$ cat src/rtl/ipc_doorbell_pkg.sv
package ipc_doorbell_pkg;

    localparam logic [7:0] OFS_SEND  = 8'h0C;
    localparam logic [7:0] OFS_RECV  = 8'h10;
    localparam logic [7:0] OFS_EN    = 8'h14;
    localparam logic [7:0] OFS_DIS   = 8'h18;
    localparam logic [7:0] OFS_CLR   = 8'h1C;
    localparam logic [7:0] OFS_CCLR  = 8'h38;

    localparam logic [31:0] NONE_PENDING = 32'hFFFF_FFFF;

    typedef enum logic [2:0] {
        OP_NONE,
        OP_SEND,
        OP_EN,
        OP_DIS,
        OP_CLR,
        OP_CCLR
    } op_e;

    typedef struct packed {
        logic [15:0] client;
        logic [15:0] sig;
    } id_t;

    function automatic int width_of(input int n);
        return (n > 1) ? $clog2(n) : 1;
    endfunction

endpackage

$ cat src/rtl/ipc_db_idmap.sv
module ipc_db_idmap
    import ipc_doorbell_pkg::*;
#(
    parameter int NUM_CLIENTS = 4,
    parameter int NUM_SIGS    = 16,
    parameter int IDX_W       = 6,
    parameter int CL_W        = 2
) (
    input  id_t              id,
    output logic             sig_ok,
    output logic             cl_ok,
    output logic [IDX_W-1:0] idx,
    output logic [CL_W-1:0]  cl
);
    localparam logic [31:0] NS32 = 32'(NUM_SIGS);
    localparam logic [15:0] NC16 = 16'(NUM_CLIENTS);
    localparam logic [15:0] NS16 = 16'(NUM_SIGS);

    logic [31:0] flat;

    always_comb begin
        cl_ok  = (id.client < NC16);
        sig_ok = cl_ok && (id.sig < NS16);
        flat   = ({16'd0, id.client} * NS32) + {16'd0, id.sig};
        idx    = flat[IDX_W-1:0];
        cl     = id.client[CL_W-1:0];
    end
endmodule

$ cat src/rtl/ipc_db_regdec.sv
module ipc_db_regdec
    import ipc_doorbell_pkg::*;
#(
    parameter int ADDR_W = 8
) (
    input  logic              wr_en,
    input  logic [ADDR_W-1:0] addr,
    output op_e               op
);
    always_comb begin
        op = OP_NONE;
        if (wr_en) begin
            unique case (addr)
                ADDR_W'(OFS_SEND): op = OP_SEND;
                ADDR_W'(OFS_EN):   op = OP_EN;
                ADDR_W'(OFS_DIS):  op = OP_DIS;
                ADDR_W'(OFS_CLR):  op = OP_CLR;
                ADDR_W'(OFS_CCLR): op = OP_CCLR;
                default:           op = OP_NONE;
            endcase
        end
    end
endmodule

$ cat src/rtl/ipc_db_sigbank.sv
module ipc_db_sigbank
    import ipc_doorbell_pkg::*;
#(
    parameter int NUM_CLIENTS = 4,
    parameter int NUM_SIGS    = 16,
    parameter int TOTAL       = 64,
    parameter int IDX_W       = 6,
    parameter int CL_W        = 2
) (
    input  logic             clk,
    input  logic             rst,
    input  op_e              cmd,
    input  logic             cmd_ok,
    input  logic             cmd_cl_ok,
    input  logic [IDX_W-1:0] cmd_idx,
    input  logic [CL_W-1:0]  cmd_cl,
    input  logic             ra_v,
    input  logic [IDX_W-1:0] ra_idx,
    input  logic             rb_v,
    input  logic [IDX_W-1:0] rb_idx,
    output logic [TOTAL-1:0] pend,
    output logic [TOTAL-1:0] en
);
    for (genvar i = 0; i < TOTAL; i++) begin : g_sig
        localparam int OWNER = i / NUM_SIGS;
        logic set_hit;
        logic sel;
        logic clr_hit;

        always_comb begin
            set_hit = (ra_v && (ra_idx == IDX_W'(i))) ||
                      (rb_v && (rb_idx == IDX_W'(i)));
            sel     = cmd_ok && (cmd_idx == IDX_W'(i));
            clr_hit = ((cmd == OP_CLR) && sel) ||
                      ((cmd == OP_CCLR) && cmd_cl_ok && (cmd_cl == CL_W'(OWNER)));
        end

        always_ff @(posedge clk) begin
            if (rst) begin
                pend[i] <= 1'b0;
                en[i]   <= 1'b0;
            end else begin
                if (set_hit)
                    pend[i] <= 1'b1;
                else if (clr_hit)
                    pend[i] <= 1'b0;
                if ((cmd == OP_EN) && sel)
                    en[i] <= 1'b1;
                else if ((cmd == OP_DIS) && sel)
                    en[i] <= 1'b0;
            end
        end
    end
endmodule

$ cat src/rtl/ipc_db_prio.sv
module ipc_db_prio #(
    parameter int TOTAL = 64,
    parameter int IDX_W = 6
) (
    input  logic [TOTAL-1:0] active,
    output logic             found,
    output logic [IDX_W-1:0] win
);
    always_comb begin
        found = 1'b0;
        win   = '0;
        for (int i = TOTAL - 1; i >= 0; i--) begin
            if (active[i]) begin
                found = 1'b1;
                win   = IDX_W'(i);
            end
        end
    end
endmodule

$ cat src/rtl/ipc_doorbell.sv
module ipc_doorbell
    import ipc_doorbell_pkg::*;
#(
    parameter int NUM_CLIENTS = 4,
    parameter int NUM_SIGS    = 16,
    parameter int ADDR_W      = 8,
    parameter bit LOOPBACK    = 1'b1
) (
    input  logic              clk,
    input  logic              rst,
    input  logic              wr_en,
    input  logic              rd_en,
    input  logic [ADDR_W-1:0] addr,
    input  logic [31:0]       wdata,
    output logic [31:0]       rdata,
    input  logic              raise_valid,
    input  logic [31:0]       raise_id,
    output logic              send_valid,
    output logic [31:0]       send_id,
    output logic              irq
);
    localparam int TOTAL = NUM_CLIENTS * NUM_SIGS;
    localparam int IDX_W = width_of(TOTAL);
    localparam int CL_W  = width_of(NUM_CLIENTS);
    localparam logic [31:0] NS32 = 32'(NUM_SIGS);

    op_e              op;
    logic             w_ok, w_cl_ok, r_ok, r_cl_ok;
    logic [IDX_W-1:0] w_idx, r_idx, win_idx;
    logic [CL_W-1:0]  w_cl, r_cl;
    logic             lb_v;
    logic             win_found;
    logic [TOTAL-1:0] pend_vec, en_vec;
    id_t              win_id;

    ipc_db_regdec #(.ADDR_W(ADDR_W)) dec_i (
        .wr_en (wr_en),
        .addr  (addr),
        .op    (op)
    );

    ipc_db_idmap #(
        .NUM_CLIENTS(NUM_CLIENTS), .NUM_SIGS(NUM_SIGS), .IDX_W(IDX_W), .CL_W(CL_W)
    ) wmap_i (
        .id(id_t'(wdata)), .sig_ok(w_ok), .cl_ok(w_cl_ok), .idx(w_idx), .cl(w_cl)
    );

    ipc_db_idmap #(
        .NUM_CLIENTS(NUM_CLIENTS), .NUM_SIGS(NUM_SIGS), .IDX_W(IDX_W), .CL_W(CL_W)
    ) rmap_i (
        .id(id_t'(raise_id)), .sig_ok(r_ok), .cl_ok(r_cl_ok), .idx(r_idx), .cl(r_cl)
    );

    if (LOOPBACK) begin : g_lb
        assign lb_v = (op == OP_SEND) && w_ok;
    end else begin : g_nolb
        assign lb_v = 1'b0;
    end

    ipc_db_sigbank #(
        .NUM_CLIENTS(NUM_CLIENTS), .NUM_SIGS(NUM_SIGS), .TOTAL(TOTAL),
        .IDX_W(IDX_W), .CL_W(CL_W)
    ) bank_i (
        .clk       (clk),
        .rst       (rst),
        .cmd       (op),
        .cmd_ok    (w_ok),
        .cmd_cl_ok (w_cl_ok),
        .cmd_idx   (w_idx),
        .cmd_cl    (w_cl),
        .ra_v      (raise_valid && r_ok),
        .ra_idx    (r_idx),
        .rb_v      (lb_v),
        .rb_idx    (w_idx),
        .pend      (pend_vec),
        .en        (en_vec)
    );

    ipc_db_prio #(.TOTAL(TOTAL), .IDX_W(IDX_W)) prio_i (
        .active (pend_vec & en_vec),
        .found  (win_found),
        .win    (win_idx)
    );

    always_comb begin
        win_id.client = 16'(32'(win_idx) / NS32);
        win_id.sig    = 16'(32'(win_idx) % NS32);
    end

    assign irq = win_found;

    always_ff @(posedge clk) begin
        if (rst) begin
            rdata      <= '0;
            send_valid <= 1'b0;
            send_id    <= '0;
        end else begin
            send_valid <= (op == OP_SEND);
            if (op == OP_SEND)
                send_id <= wdata;
            if (rd_en)
                rdata <= (addr == ADDR_W'(OFS_RECV)) ?
                         (win_found ? 32'(win_id) : NONE_PENDING) : 32'd0;
        end
    end
endmodule

$ cat config.mk
export PLATFORM = sky130hd
export DESIGN_NAME = ipc_doorbell
export DESIGN_NICKNAME = d
export VERILOG_FILES = /design/src/rtl/ipc_doorbell_pkg.sv /design/src/rtl/ipc_db_idmap.sv /design/src/rtl/ipc_db_regdec.sv /design/src/rtl/ipc_db_sigbank.sv /design/src/rtl/ipc_db_prio.sv /design/src/rtl/ipc_doorbell.sv
export SDC_FILE = /design/constraint.sdc
export NUM_CORES = 1
export LEC_CHECK = 0
export CORE_AREA = 2 2 159 161
export CTS_CLUSTER_DIAMETER = 120
export DETAILED_ROUTE_END_ITERATION = 6
export DIE_AREA = 0 0 161 163
export SYNTH_ARGS = -nofsm -noshare
export SYNTH_HDL_FRONTEND = slang
export SYNTH_HIERARCHICAL = 1
export SYNTH_SLANG_ARGS = --single-unit
$ cat constraint.sdc
create_clock -name clk -period 4.9 [get_ports clk]
set_input_delay 0.49 -clock clk [delete_from_list [all_inputs] [get_ports clk]]
set_output_delay 0.49 -clock clk [all_outputs]
set_load 0.005 [all_outputs]
Word level (Yosys, flattened, before mapping)
Index checks and enable logic that the tools add are counted.
{"block": "classes", "n_addsub": 2, "n_lt_le_gt_ge": 4, "eq_ne": 140, "muxes": 388, "bitwise_logic": 1, "reduce_logical": 652}
{"operator": "logical AND 1 bit", "n": 393}
{"operator": "== test 6 bit (second input constant)", "n": 64}
{"operator": "two-way mux 6 bit", "n": 64}
{"operator": "two-way mux 1 bit", "n": 320}
{"operator": "nonzero test 2 bit", "n": 128}
{"operator": "== test 6 x 5 -> 1 bit (second input constant)", "n": 32}
{"operator": "logical OR 1 bit", "n": 128}
{"operator": "== test 6 x 4 -> 1 bit (second input constant)", "n": 16}
{"operator": "bitwise AND 64 bit", "n": 1}
{"operator": "two-way mux 32 bit", "n": 2}
{"operator": "== test 6 x 3 -> 1 bit (second input constant)", "n": 8}
{"operator": "== test 8 x 5 -> 1 bit (second input constant)", "n": 4}
{"operator": "less-than comparator 16 x 3 -> 1 bit (second input constant)", "n": 2}
{"operator": "less-than comparator 16 x 5 -> 1 bit (second input constant)", "n": 2}
{"operator": "== test 6 x 2 -> 1 bit (second input constant)", "n": 4}
{"operator": "case mux 3 bit (5 select lines)", "n": 1}
{"operator": "adder 6 bit", "n": 2}
{"operator": "== test 6 x 1 -> 1 bit (second input constant)", "n": 2}
{"operator": "zero test 6 bit", "n": 2}
{"operator": "== test 8 x 4 -> 1 bit (second input constant)", "n": 1}
{"operator": "== test 8 x 6 -> 1 bit (second input constant)", "n": 1}
{"operator": "== test 3 x 2 -> 1 bit (second input constant)", "n": 2}
{"operator": "== test 3 bit (second input constant)", "n": 2}
{"operator": "== test 2 bit (second input constant)", "n": 2}
{"operator": "4 further kinds", "n": 4}
{"block": "totals", "regBits": 193, "in_bits": 77, "output_inout_bits": 66, "elab_cells": 1318}

Depth between registers and ports, before layout
{"block": "depth", "word_depth": 67, "depth_mapped": 10, "depth_no_buf": 9}

Modules after synthesis
The synthesis kept the hierarchy.
{"mod": "ipc_db_sigbank", "instances": 1, "cells_per_inst": 648, "area_per_inst_um2": 6448.7, "seq_area_each_um2": 2562.5}
{"mod": "ipc_doorbell", "instances": 1, "cells_per_inst": 266, "area_per_inst_um2": 2080.7, "seq_area_each_um2": 800.8}
{"mod": "ipc_db_prio", "instances": 1, "cells_per_inst": 140, "area_per_inst_um2": 763.2, "seq_area_each_um2": 0.0}
{"mod": "ipc_db_idmap", "instances": 2, "cells_per_inst": 18, "area_per_inst_um2": 133.9, "seq_area_each_um2": 0.0}
{"mod": "ipc_db_regdec", "instances": 1, "cells_per_inst": 11, "area_per_inst_um2": 90.1, "seq_area_each_um2": 0.0}

Worst setup path after synthesis
No wires, ideal clock.
{"block": "synth_timing", "path_kind": "input port to flip-flop", "from": "input addr[1]", "to": "register bank_i.pend[13]", "setup_ps": 76, "arrival_ps": 2988, "required_time_ps": 4824, "path_slack_ps": 1837, "path_stages": 8, "path_buffers": 1, "path_cell_list": "or3b_2 a2111oi_2 nor3b_2 buf_2 and2_1 or3b_2 o22a_1 o22ai_1"}
{"block": "synth_via", "elab_chain_len": 8, "word_cells_on_any_way": 19, "classes_between": "eq/ne (8); mux (3); reduce/logical (8)"}
{"element": "start: declaration", "line_no": "ipc_doorbell.sv:13", "rtl": "input logic [ADDR_W-1:0] addr,"}
{"element": "== test 8 x 6 -> 1 bit (tied with other cells)", "line_no": "ipc_db_regdec.sv:13", "rtl": "unique case (addr)"}
{"element": "case mux 3 bit (5 select lines) (*)", "line_no": "ipc_db_regdec.sv:13"}
{"element": "two-way mux 3 bit (*)", "line_no": "ipc_db_regdec.sv:12", "rtl": "if (wr_en) begin"}
{"element": "named net op[0]", "line_no": "ipc_doorbell.sv:27", "rtl": "op_e op;"}
{"element": "== test 3 x 1 -> 1 bit (*)", "line_no": "ipc_doorbell.sv:55", "rtl": "assign lb_v = (op == OP_SEND) && w_ok;"}
{"element": "logical AND 1 bit (*)", "line_no": "ipc_doorbell.sv:55"}
{"element": "named net lb_v", "line_no": "ipc_doorbell.sv:31", "rtl": "logic lb_v;"}
{"element": "logical AND 1 bit (*)", "line_no": "ipc_db_sigbank.sv:32", "rtl": "(rb_v && (rb_idx == IDX_W'(i)));"}
{"element": "logical OR 1 bit (*)", "line_no": "ipc_db_sigbank.sv:31", "rtl": "set_hit = (ra_v && (ra_idx == IDX_W'(i))) ||"}
{"element": "two-way mux 1 bit or nonzero test 2 bit (tied branches)"}
{"element": "end signal: indexed assignment", "line_no": "ipc_db_sigbank.sv:40", "rtl": "pend[i] <= 1'b0;"}
{"element": "end signal: indexed assignment", "line_no": "ipc_db_sigbank.sv:44", "rtl": "pend[i] <= 1'b1;"}
{"element": "end signal: indexed assignment", "line_no": "ipc_db_sigbank.sv:46", "rtl": "pend[i] <= 1'b0;"}
{"element": "end: declaration", "line_no": "ipc_db_sigbank.sv:21", "rtl": "output logic [TOTAL-1:0] pend,"}
The timed path passes the listed nets; every way through them passes the cells marked *.
A chain may end at the register's enable or synchronous reset.

Worst setup path in the final report
{"block": "layout_timing", "from": "input wdata[29]", "to": "register bank_i.en[44]"}
{"block": "layout_via", "elab_chain_len": 5, "word_cells_on_any_way": 7, "classes_between": "order compare (1); mux (1); reduce/logical (5)"}
{"element": "start: declaration", "line_no": "ipc_doorbell.sv:14", "rtl": "input logic [31:0] wdata,"}
{"element": "less-than comparator 16 x 3 -> 1 bit (*)", "line_no": "ipc_db_idmap.sv:22", "rtl": "cl_ok = (id.client < NC16);"}
{"element": "named net w_cl_ok", "line_no": "ipc_doorbell.sv:28", "rtl": "logic w_ok, w_cl_ok, r_ok, r_cl_ok;"}
{"element": "logical AND 1 bit (*)", "line_no": "ipc_db_idmap.sv:23", "rtl": "sig_ok = cl_ok && (id.sig < NS16);"}
{"element": "named net w_ok", "line_no": "ipc_doorbell.sv:28"}
{"element": "logical AND 1 bit (*)", "line_no": "ipc_db_sigbank.sv:33", "rtl": "sel = cmd_ok && (cmd_idx == IDX_W'(i));"}
{"element": "logical AND 1 bit (on tied branches)", "line_no": "ipc_db_sigbank.sv:47, ipc_db_sigbank.sv:49"}
{"element": "two-way mux 1 bit or nonzero test 2 bit (tied branches)"}
{"element": "end signal: indexed assignment", "line_no": "ipc_db_sigbank.sv:41", "rtl": "en[i] <= 1'b0;"}
{"element": "end signal: indexed assignment", "line_no": "ipc_db_sigbank.sv:48", "rtl": "en[i] <= 1'b1;"}
{"element": "end signal: indexed assignment", "line_no": "ipc_db_sigbank.sv:50", "rtl": "en[i] <= 1'b0;"}
{"element": "end: declaration", "line_no": "ipc_db_sigbank.sv:22", "rtl": "output logic [TOTAL-1:0] en"}
Marked as above.

==> impl_metrics.py <==
metrics = {
    "status": {
        "status": "complete, but fails checks",
        "violations": "DRC",
    },
    "final_layout": {
        "final_common_cell": "dfxtp_1",
        "area_growth_syn_to_layout_pct": 18.21,
        "antenna_cells": 0,
        "regArea_um2": 3363,
        "n_fill_cell": 2458,
        "stdcell_count": 1483,
        "multiInputGateArea_um2": 5415,
        "drive_above_1_share": 0.09540,
        "final_cell_mix": "168 x dfxtp_1, 137 x clkdlybuf4s50_1, 73 x nand2_1, 68 x and2_1",
        "nets": 1219,
    },
    "cts": {
        "cts_root_buffer": "clkbuf_16",
        "cts_sinks": 168,
        "postCtsSetupRepairBufs": 0,
        "cts_htree_levels": 4,
        "clk_pin_slew_ns": 0.08,
        "cts_resized": 0,
        "clkLatencyLatePin_ns": 0.44,
        "hold_buffers": 0,
        "cts_buffer_depth": 2,
        "cts_buffers": 17,
        "cts_tree": "yes",
    },
    "worst_setup_path": {
        "worstSetupPathType": "input pin to register",
        "crit_cells": 7,
        "cp_common_cell": "and4_1",
        "startpoint": "wdata[29]",
        "crit_family": "simple AND/OR/NAND/NOR gates",
        "path_cells": "clkdlybuf4s50_1, nor4_1, and4_1, and4_1, and4bb_1, and3_1, a211oi_1",
        "critPathBufInv": 1,
        "worst-endpoint-required_ns": 5.18,
        "reg2reg_to": "rdata[17]",
        "arrival_ns": 3.63,
        "setup.worst_path.end": "bank_i/en[44]",
        "cpMaxStageDelayCell": "and3_1",
        "reg2reg_from": "bank_i/pend[31]",
        "cp-start-kind": "input pin",
        "rrSetupSlack_ns": 2.50,
        "crit_path_max_incr_delay_ns": 0.82,
        "rr_worst_depth": 7,
        "crit_fanout": 17,
        "endpoint_kind": "register",
    },
    "place": {
        "dp_cells": 1451,
        "portBuffers": 142,
        "place.gp.congestion": 0.9464,
        "dp_hpwl_um": 22970,
    },
    "floorplanning": {
        "rows": 58,
        "ios": 143,
        "die_area_um2": 26240,
        "die_h_um": 163,
        "start_util": 0.3905,
        "dieWidth_um": 161,
        "core_area_um2": 24670,
    },
    "routing": {
        "drc_errors": 2,
        "routedWlPerCell_um": 22.66,
        "first_iter_violations": 1029,
        "firstDrtPassIters": 7,
        "vias": 9420,
        "vias_per_cell": 6.352,
        "ant_nets": 0,
        "wl_um": 33600,
    },
    "timing": {
        "fin_crit_ns": 3.343,
        "setup_viol": 0,
        "finalMaxSlewViolations": 0,
        "timing_hold_violations_final": 0,
        "worst_slew_pin_slew_ns": 1.150,
        "setup-tns-final_ns": 0,
        "skew_ns": 0.006892,
        "slew_headroom": 0.2268,
        "fmax_mhz": 299.1,
        "fin_crit_sh": 0.6823,
        "rsz0062_at_grt": "no",
    },
    "power": {
        "power.total_mw": 2.983,
        "power_leakage_nw": 3.440,
        "ir_drop_v": 0.0002194,
        "power_per_cell_area_nw_per_um2": 261.9,
    },
    "grt": {
        "grt_max_degree": 74,
        "track_usage": 0.2492,
        "grt_first_pass_wirelength_um": 50800,
        "antenna_found_initial": 3,
        "overflow": 0,
        "grt_pass1_vias": 8730,
    },
    "synthesis": {
        "avgSynthCellArea_um2": 8.768,
        "netlist_instances": 1099,
        "ys_warn_count": 6,
        "netlist_area_um2": 9635,
        "syn-num-nets": 1178,
    },
    "worst_hold_path": {
        "worst_hold_path_type": "input pin to register",
    },
    "flow_run": {
        "cap_violations": 0,
    },
}
-- flip-flops by register name, indices dropped and copies added (netlist names) --
register and flops:
send_valid 1, rdata 7, send_id 32, bank_i/en 64, bank_i/pend 64
-- final cells by class --
cell class,count,share of cell area
clock buffers,17,0.03735
flip-flops and latches,168,0.2953
repair buffers,163,0.1370
inverters,14,0.004614
well taps,330,0.03625
clock inverters,15,0.01406
multi-input cells,776,0.4754
-- through the flow --
step	setup WS, ns	util	hold slack, ns	cell area, µm²
final	1.557	0.4616	0.3651	11390
after floorplan	1.837	-	0.4432	9635
after CTS	1.595	0.4616	0.3532	11390
after detailed placement	1.184	0.4379	0.4469	10800
after global routing	1.320	0.4616	0.3975	11390
after global placement	1.223	0.4379	0.4411	10800
-- how the worst min path moves through the flow --
stage / cells after the start / endpoint / startpoint
6_report: 3 / send_id[2] / wdata[2]
5_1_grt: 3 / send_id[2] / wdata[2]
4_1_cts: 3 / send_id[2] / wdata[2]
3_5_place_dp: 2 / send_id[5] / send_id[5]
3_3_place_gp: 2 / send_id[5] / send_id[5]
2_1_floorplan: 2 / bank_i/en[17] / bank_i/en[17]
-- report_power, final --
group | switching (mW) | internal, mW | leakage [nW]
Sequential | 0.000490 | 1.36 | 1.35
Clock | 0.660 | 0.722 | 0.275
Combinational | 0.138 | 0.0964 | 1.81
-- worst reg2reg max path, cell delays in order (launching register included) --
cell     delay, ns
dfxtp_1       0.38
and2_1        0.25
or4_4         0.56
or2_1         0.29
nor3_1        0.19
nand2_1       0.20
nor2b_1       0.21
o32ai_1       0.24
-- layer usage --
metal  global-route usage  part of all wire
met4              0.09334             0.022
met1               0.3585              0.44
met3              0.02954             0.082
met2               0.3824              0.45
met5                    0                 0
Note: power is estimated with default switching activity, not from simulation.
